$ cat src/rtl/hev_pkg.sv
package hev_pkg;
  typedef struct packed {
    logic smiGo;
    logic sciGo;
    logic kbdGo;
  } hevStrobe_t;

  typedef enum logic [1:0] {PH_IDLE, PH_LEAD, PH_LOW, PH_GAP} hevPhase_e;
endpackage

$ cat src/rtl/hev_pulse.sv
// Tick-timed line shaper: optional high lead phase, low phase, optional gap.
module hev_pulse
  import hev_pkg::*;
#(
  parameter int LEAD_US = 0,
  parameter int LOW_US  = 65,
  parameter int GAP_US  = 2
) (
  input  logic clk,
  input  logic rstN,
  input  logic usTick,
  input  logic req,
  output logic lineN
);
  localparam int MAX_US    = (LOW_US > LEAD_US) ? ((LOW_US > GAP_US) ? LOW_US : GAP_US)
                                                : ((LEAD_US > GAP_US) ? LEAD_US : GAP_US);
  localparam int CW        = $clog2(MAX_US + 1);
  localparam int LEAD_LAST = (LEAD_US > 0) ? LEAD_US - 1 : 0;
  localparam int LOW_LAST  = LOW_US - 1;
  localparam int GAP_LAST  = (GAP_US > 0) ? GAP_US - 1 : 0;
  localparam hevPhase_e START_PH = (LEAD_US > 0) ? PH_LEAD : PH_LOW;

  hevPhase_e phase, nPhase;
  logic [CW-1:0] cnt, nCnt;
  logic pend, nPend;

  always_comb begin
    nPhase = phase;
    nCnt   = cnt;
    nPend  = pend | req;
    unique case (phase)
      PH_IDLE: if (req || pend) begin
        nPhase = START_PH;
        nCnt   = '0;
        nPend  = 1'b0;
      end
      PH_LEAD: if (usTick) begin
        if (cnt == CW'(LEAD_LAST)) begin
          nPhase = PH_LOW;
          nCnt   = '0;
        end else nCnt = cnt + 1'b1;
      end
      PH_LOW: if (usTick) begin
        if (cnt == CW'(LOW_LAST)) begin
          nCnt = '0;
          if (GAP_US > 0) nPhase = PH_GAP;
          else if (pend || req) begin
            nPhase = START_PH;
            nPend  = 1'b0;
          end else nPhase = PH_IDLE;
        end else nCnt = cnt + 1'b1;
      end
      PH_GAP: if (usTick) begin
        if (cnt == CW'(GAP_LAST)) begin
          nCnt = '0;
          if (pend || req) begin
            nPhase = START_PH;
            nPend  = 1'b0;
          end else nPhase = PH_IDLE;
        end else nCnt = cnt + 1'b1;
      end
      default: nPhase = PH_IDLE;
    endcase
  end

  always_ff @(posedge clk) begin
    if (!rstN) begin
      phase <= PH_IDLE;
      cnt   <= '0;
      pend  <= 1'b0;
    end else begin
      phase <= nPhase;
      cnt   <= nCnt;
      pend  <= nPend;
    end
  end

  assign lineN = (phase != PH_LOW);
endmodule

$ cat src/rtl/hev_ctrl.sv
// Event evaluation: pending flags, wake level, pulse request strobes.
module hev_ctrl
  import hev_pkg::*;
#(
  parameter int EVT_W       = 32,
  parameter int PWR_BTN_BIT = 0
) (
  input  logic             clk,
  input  logic             rstN,
  input  logic             updateStb,
  input  logic             ackDone,
  input  logic             kbdIrqReq,
  input  logic [EVT_W-1:0] smiEvents,
  input  logic [EVT_W-1:0] sciEvents,
  input  logic [EVT_W-1:0] wakeEvents,
  output hevStrobe_t       strobe,
  output logic             smiPending,
  output logic             sciPending,
  output logic             wakeN
);
  localparam logic [EVT_W-1:0] WAKE_KEEP = ~(EVT_W'(1) << PWR_BTN_BIT);

  logic smiAny, sciAny, wakeAny;
  assign smiAny  = |smiEvents;
  assign sciAny  = |sciEvents;
  assign wakeAny = |(wakeEvents & WAKE_KEEP);

  always_comb begin
    strobe.smiGo = updateStb && smiAny && !smiPending;
    strobe.sciGo = (updateStb && sciAny) || ackDone;
    strobe.kbdGo = kbdIrqReq;
  end

  always_ff @(posedge clk) begin
    if (!rstN) begin
      smiPending <= 1'b0;
      sciPending <= 1'b0;
      wakeN      <= 1'b1;
    end else begin
      if (updateStb) begin
        smiPending <= smiAny;
        sciPending <= sciAny;
      end
      wakeN <= !wakeAny;
    end
  end
endmodule

$ cat src/rtl/hev_datapath.sv
// Timing datapath: one shaper per interrupt line.
module hev_datapath
  import hev_pkg::*;
#(
  parameter int PULSE_US = 65,
  parameter int GAP_US   = 2,
  parameter int KBD_US   = 4
) (
  input  logic       clk,
  input  logic       rstN,
  input  logic       usTick,
  input  hevStrobe_t strobe,
  output logic       smiN,
  output logic       sciN,
  output logic       kbdIrqN
);
  localparam int N_INT = 2;

  logic [N_INT-1:0] intReq, intLineN;
  assign intReq = {strobe.sciGo, strobe.smiGo};

  for (genvar g = 0; g < N_INT; g++) begin : gInt
    hev_pulse #(.LEAD_US(0), .LOW_US(PULSE_US), .GAP_US(GAP_US)) uPulse (
      .clk(clk), .rstN(rstN), .usTick(usTick), .req(intReq[g]), .lineN(intLineN[g])
    );
  end

  hev_pulse #(.LEAD_US(KBD_US), .LOW_US(KBD_US), .GAP_US(0)) uKbd (
    .clk(clk), .rstN(rstN), .usTick(usTick), .req(strobe.kbdGo), .lineN(kbdIrqN)
  );

  assign smiN = intLineN[0];
  assign sciN = intLineN[1];
endmodule

$ cat src/rtl/hev_signal_gen.sv
module hev_signal_gen
  import hev_pkg::*;
#(
  parameter int EVT_W       = 32,
  parameter int PWR_BTN_BIT = 0,
  parameter int PULSE_US    = 65,
  parameter int GAP_US      = 2,
  parameter int KBD_US      = 4
) (
  input  logic             clk,
  input  logic             rstN,
  input  logic             usTick,
  input  logic             updateStb,
  input  logic             ackDone,
  input  logic             kbdIrqReq,
  input  logic [EVT_W-1:0] smiEvents,
  input  logic [EVT_W-1:0] sciEvents,
  input  logic [EVT_W-1:0] wakeEvents,
  output logic             smiN,
  output logic             sciN,
  output logic             wakeN,
  output logic             kbdIrqN,
  output logic             smiPending,
  output logic             sciPending
);
  hevStrobe_t strobe;

  hev_ctrl #(.EVT_W(EVT_W), .PWR_BTN_BIT(PWR_BTN_BIT)) uCtrl (
    .clk(clk), .rstN(rstN), .updateStb(updateStb), .ackDone(ackDone),
    .kbdIrqReq(kbdIrqReq), .smiEvents(smiEvents), .sciEvents(sciEvents),
    .wakeEvents(wakeEvents), .strobe(strobe), .smiPending(smiPending),
    .sciPending(sciPending), .wakeN(wakeN)
  );

  hev_datapath #(.PULSE_US(PULSE_US), .GAP_US(GAP_US), .KBD_US(KBD_US)) uDp (
    .clk(clk), .rstN(rstN), .usTick(usTick), .strobe(strobe),
    .smiN(smiN), .sciN(sciN), .kbdIrqN(kbdIrqN)
  );
endmodule

$ cat config.mk
export PLATFORM = sky130hd
export DESIGN_NAME = hev_signal_gen
export DESIGN_NICKNAME = d
export VERILOG_FILES = /design/src/rtl/hev_pkg.sv /design/src/rtl/hev_pulse.sv /design/src/rtl/hev_ctrl.sv /design/src/rtl/hev_datapath.sv /design/src/rtl/hev_signal_gen.sv
export SDC_FILE = /design/constraint.sdc
export NUM_CORES = 1
export LEC_CHECK = 0
export CAP_MARGIN = 5
export CORE_AREA = 2 2 65 67
export DETAILED_ROUTE_END_ITERATION = 12
export DIE_AREA = 0 0 67 69
export DONT_BUFFER_PORTS = 1
export PLACE_DENSITY_LB_ADDON = 0.05
export SYNTH_ARGS = -nofsm -noshare
export SYNTH_HDL_FRONTEND = slang
export SYNTH_SLANG_ARGS = --single-unit
$ cat constraint.sdc
create_clock -name clk -period 2.01 [get_ports clk]
set_clock_uncertainty 0.05 [all_clocks]
set_input_delay 0.1005 -clock clk [delete_from_list [all_inputs] [get_ports clk]]
set_output_delay 0.1005 -clock clk [all_outputs]
set_load 0.03 [all_outputs]
# Word-level counts from Yosys, hierarchy flattened
# Index checks and enable logic that the tools add are counted.
[op_classes]
mul = 0
n_eq_ne = 39
reduce_logical = 25
n_div = 0
shift = 0
mux = 63
n_bitwise = 3
n_addsub = 3
magnitude_cmp = 0
[op_table]
columns = ["cell", "n"]
rows = [
  ["7-bit 2-to-1 mux", 14],
  ["32-bit OR reduction", 2],
  ["7-bit case mux with 4 select lines", 2],
  ["2-bit != test (second input constant)", 24],
  ["2-bit 2-to-1 mux", 23],
  ["31-bit OR reduction", 1],
  ["2-bit case mux with 4 select lines", 3],
  ["7-bit AND reduction", 3],
  ["3-bit 2-to-1 mux", 5],
  ["7-bit by 1-bit adder with 7-bit output (second input constant)", 2],
  ["7-bit by 1-bit equality test with 1-bit output (second input constant)", 2],
  ["7-bit equality test (second input constant)", 2],
  ["7-bit logical NOT", 2],
  ["2-bit equality test (second input constant)", 6],
  ["1-bit 2-to-1 mux", 12],
  ["3-bit case mux with 3 select lines", 1],
  ["4-bit AND reduction", 2],
  ["2-bit by 1-bit equality test with 1-bit output (second input constant)", 3],
  ["2-bit logical NOT", 3],
  ["1-bit logical OR", 4],
  ["1-bit case mux with 2 select lines", 2],
  ["3-bit by 1-bit adder with 3-bit output (second input constant)", 1],
  ["3-bit by 2-bit equality test with 1-bit output (second input constant)", 1],
  ["1-bit logical AND", 3],
  ["other kinds (7)", 10],
]
[totals]
ramBits = 0
input_bits = 102
out_inout_bits = 6
mem_bits_ro = 0
latch_bits = 0
memories = 0
register_bits = 29

# Logic depth before layout (Yosys ltp)
[logic_depth]
ltp_word = 8
depth_mapped = 8
mapped_depth_nobuf = 8

# Cells and area by module
# From an unflattened synthesis, not the netlist that was laid out.
[unflattened]
cells_unflattened = 265
hier_area_um2 = 2187.1
[by_module_without_submodules]
columns = ["mod", "seq_area_each_um2", "n_inst", "area_each_um2", "cells_per_inst"]
rows = [
  ["hev_pulse at uDp.gInt[1].uPulse", 200.2, 1, 694.4, 84],
  ["hev_pulse at uDp.gInt[0].uPulse", 200.2, 1, 676.9, 81],
  ["hev_pulse at uDp.uKbd", 120.1, 1, 504.2, 56],
  ["hev_ctrl", 60.1, 1, 311.5, 44],
]

# Worst setup path after synthesis
# No wires, ideal clock.
[synth_path]
kind = "flip-flop to flip-flop"
start = "register uDp.gInt[1].uPulse.phase[0]"
end = "register uDp.gInt[1].uPulse.cnt[1]"
period_less_slack_ps = 1973
n_path_buf = 0
setup_slack_ps = 37
path_stages_with_launch = 7
setup_ps = 71
t_arrival_ps = 1852
path_cell_list = "dfxtp_1 > inv_1 > ha_1 > or3_1 > a32o_1 > or4b_1 > a21oi_1"
[synth_between]
elab_chain_len = 3
elab_cells_between_ends = 10
classes_between = "7 x eq/ne; 1 x mux; 2 x reduce/logical"
[synth_lines]
columns = ["item", "line_no", "rtl"]
rows = [
  ["start, declared", "hev_pulse.sv:23", "hevPhase_e phase, nPhase;"],
  ["start signal, assigned", "hev_pulse.sv:72", "phase <= nPhase;"],
  ["2-bit by 1-bit equality test with 1-bit output, or another cell as far along", "hev_pulse.sv:31", "unique case (phase)"],
  ["2-bit != test (no source line)", "-", ""],
  ["4-bit AND reduction (no source line)", "-", ""],
  ["end signal, assigned", "hev_pulse.sv:73", "cnt <= nCnt;"],
  ["end, declared", "hev_pulse.sv:24", "logic [CW-1:0] cnt, nCnt;"],
]
# Parallel ways exist; a longest one is shown, timed or not.
# A chain may end at the register's enable or synchronous reset.

# Worst setup path after layout
# Same ends and word-level chain as after synthesis.

==> reports/metrics.csv <==
stage,metric,value,unit
yosys,number of enable flip-flop cells after synthesis,0,
route,ANT nets after route,0,
route,drt pass-1 iters,4,
route,final WL,4.85,mm
final_layout,final net count,407,
yosys,Synth Register Bits,29,
worst_setup_path,CP required,2180,ps
final_layout,fin cells,330,
yosys,sequential area share after synthesis,27.8,%
final_layout,fillcell total,381,
power,Final Power,2.80,mW
place,placed inst area,2260,sq um
yosys,Ys Warns,0,
floorplan,initial core utilization,53.4,%
yosys,post-synthesis simple-gate area fraction,32.1,%
sta,Setup Total Neg Slack,0,ps
place,Place WS,-1.74,ps
floorplan,core area,3910,sq um
yosys,Post-Synth XOR/XNOR Area,0,%
power,Leakage,0.898,nW
power,PD cells,1150,nW/um^2
worst_setup_path,critical path class,flop to flop,
yosys,Post-synth top cells,"dfxtp_1, ha_1, nor4_1, inv_1, nor2_1",
sta,RSZ-0062 raised after global routing,yes,
clock_tree,Clock Latency Late Sink,290,ps
sta,slew margin rel.,43.1,%
worst_setup_path,largest fanout on the critical path,4,
route,routed via count,1962,
worst_setup_path,Startpoint Class,flop,
run,Max-Cap Viols,0,
route,vias per inst,5.95,
worst_setup_path,critical path data arrival time,2090,ps
worst_setup_path,Max stage delay on crit path,510,ps
worst_setup_path,Buf/Inv on CP,3,
yosys,largest area contributor in the netlist,dfxtp_1,
final_layout,Area Growth Syn to Fin,16.5,%
sta,final hold viol count,0,
clock_tree,CTS tree,built,
floorplan,die area,4620,sq um
route,drt wl/cell,14.7,microns
route,DRC,0,
final_layout,n_diodes,0,
outcome,status,"complete, no violations",
sta,Final Worst Setup Slack,92.0,ps
clock_tree,Bufs on Longest Clock Path,2,
yosys,Mapped Nets,385,
floorplan,die height,69,microns
worst_setup_path,Worst setup EP type,flop,
global_route,vias in the first global route,1845,
place,gp weighted congestion,0.785,
clock_tree,clock slew at reported path FFs,60,ps
worst_setup_path,CP max stage cell,or4b_4,
final_layout,Finished Cell Area,2430,sq um
sta,final critical-path required period,1920,ps
final_layout,share of post-route cells with drive strength above 1,14.6,%
power,maximum VDD drop,0.550,mV
place,number of port buffers,0,
clock_tree,H-Tree Depth,2,
sta,Tightest Pin Transition,850,ps
sta,fmax,521,MHz
yosys,Cells after Synth,257,
clock_tree,TritonCTS sink count,29,
global_route,largest net degree at the start of global routing,24,
yosys,ys flop type,dfxtp_1,
global_route,total global routing overflow,0,
yosys,mux share of post-synthesis cell area,1.92,%
yosys,"Distinct cells, synth",46,
yosys,most numerous cell in the Yosys netlist,dfxtp_1,
sta,hold_ws,43.6,ps
worst_setup_path,critical path cell sequence,inv_2 > ha_2 > buf_6 > nor2_1 > a31oi_1 > a22oi_2 > buf_4 > or4b_4 > a21oi_2,
yosys,"FFs w/ async S/R, synth",0,%
sta,final setup violating endpoints,0,
yosys,Avg Inst Size Synth,8.13,sq um
place,Post-Place Cells,319,
global_route,first-pass GRT wire length,7.68,mm
clock_tree,Post-CTS Setup Bufs,0,
yosys,post-synth top area share,27.8,%
global_route,Overall Global Routing Usage,21.1,%
place,dpl hpwl,3.73,mm
yosys,Adder-Cell Fraction of Synth Area,15.6,%
yosys,mapped cell area,2090,sq um
yosys,largest family of logic cells by synthesized area,simple AND/OR/NAND/NOR gates,
floorplan,die width,67,microns
global_route,antenna violations before repair,0,
hold_path,HP Class,input port to flop,
route,initial DRC count,55,
floorplan,Ports,108,
clock_tree,Root Buffer,clkbuf_8,
yosys,Compound-Gate Fraction of Synth Area,17.5,%
sta,fin crit share,95.4,%
floorplan,FP Rows,23,
sta,final max-slew violation count,0,
yosys,"top cells by area, synth","dfxtp_1, ha_1, nor4_1, inv_1, a21oi_1",
clock_tree,CTS Buf Count,5,
final_layout,"Core Util, Final",62.2,%
worst_setup_path,CP top delay family,simple AND/OR/NAND/NOR gates,
## final cells by class
cell class	instances	area [sq um]	share of cell area [%]
inverters	23	86.3	3.55
clock buffers	7	86.3	3.55
repair buffers	20	161	6.63
flip-flops and latches	29	586	24.1
multi-input cells	200	1420	58.4
well taps	50	62.6	2.57
clock inverters	1	30.0	1.23
## path summary, 6_finish.rpt
path | slack [ps] | to | start | cells after the start
setup / recovery | 90 | uDp.gInt[1].uPulse.cnt[1] | uDp.gInt[1].uPulse.phase[0] | 9
hold / removal | 40 | uDp.uKbd.pend | kbdIrqReq | 2
setup reg to reg | 90 | uDp.gInt[1].uPulse.cnt[1] | uDp.gInt[1].uPulse.phase[0] | 9
hold reg to reg | 450 | uDp.uKbd.cnt[2] | uDp.uKbd.cnt[2] | 2
## power breakdown
part,internal (mW),total [mW],switching [mW],leakage [nW]
combinational,0.632,1.42,0.787,0.602
sequential,0.675,0.754,0.0787,0.237
clock,0.404,0.629,0.226,0.0585
total,1.71,2.80,1.09,0.898
## cells in the final DEF (no fill, tap or decap), drive strengths merged, types with 3 or more instances in the layout
cell type,instances
a21oi,15
a31oi,3
and3,4
buf,17
clkbuf,7
dfxtp,29
dlygate4sd3,3
ha,26
inv,22
mux2i,4
nand2,15
nand2b,3
nand3,6
nand3b,8
nand4,7
nor2,17
nor2b,6
nor3,8
nor4,25
o211ai,6
o21ai,13
o22ai,5
or3,7
## per-layer routing
| layer | routed length, microns | GRT usage [%] | vias to the layer above |
|---|---|---|---|
| met3 | 272 | 4.57 | 6 |
| met2 | 2430 | 35.3 | 64 |
| met1 | 2080 | 25.8 | 890 |
| met5 | 0 | 0 | - |
| li1 | - | - | 1002 |
| met4 | 63 | 7.71 | 0 |
## repair_timing
| action | CTS | global route |
|---|---|---|
| endpoints found under the hold margin | 19 | 0 |
| cloned | 0 | 0 |
| resized for setup | 1 | 10 |
| endpoints found under the setup margin | 1 | 4 |
| pin swaps | 0 | 5 |
| hold buffers | 3 | 0 |
## sequential cells by signal, summed over array words and instances, names as in the netlist
signal                 count
uDp.uKbd.pend              1
uCtrl.sciPending           1
uCtrl.smiPending           1
uDp.gInt.uPulse.pend       2
uCtrl.wakeN                1
uDp.gInt.uPulse.phase      4
uDp.gInt.uPulse.cnt       14
uDp.uKbd.phase             2
uDp.uKbd.cnt               3
## logic make-up after synthesis
kind of cell / after synthesis
buf+inv: 28
simple gates: 115
flops: 29
mux: 4
compound gates: 55
fa+ha+maj: 26
(Power assumes the default switching activity.)
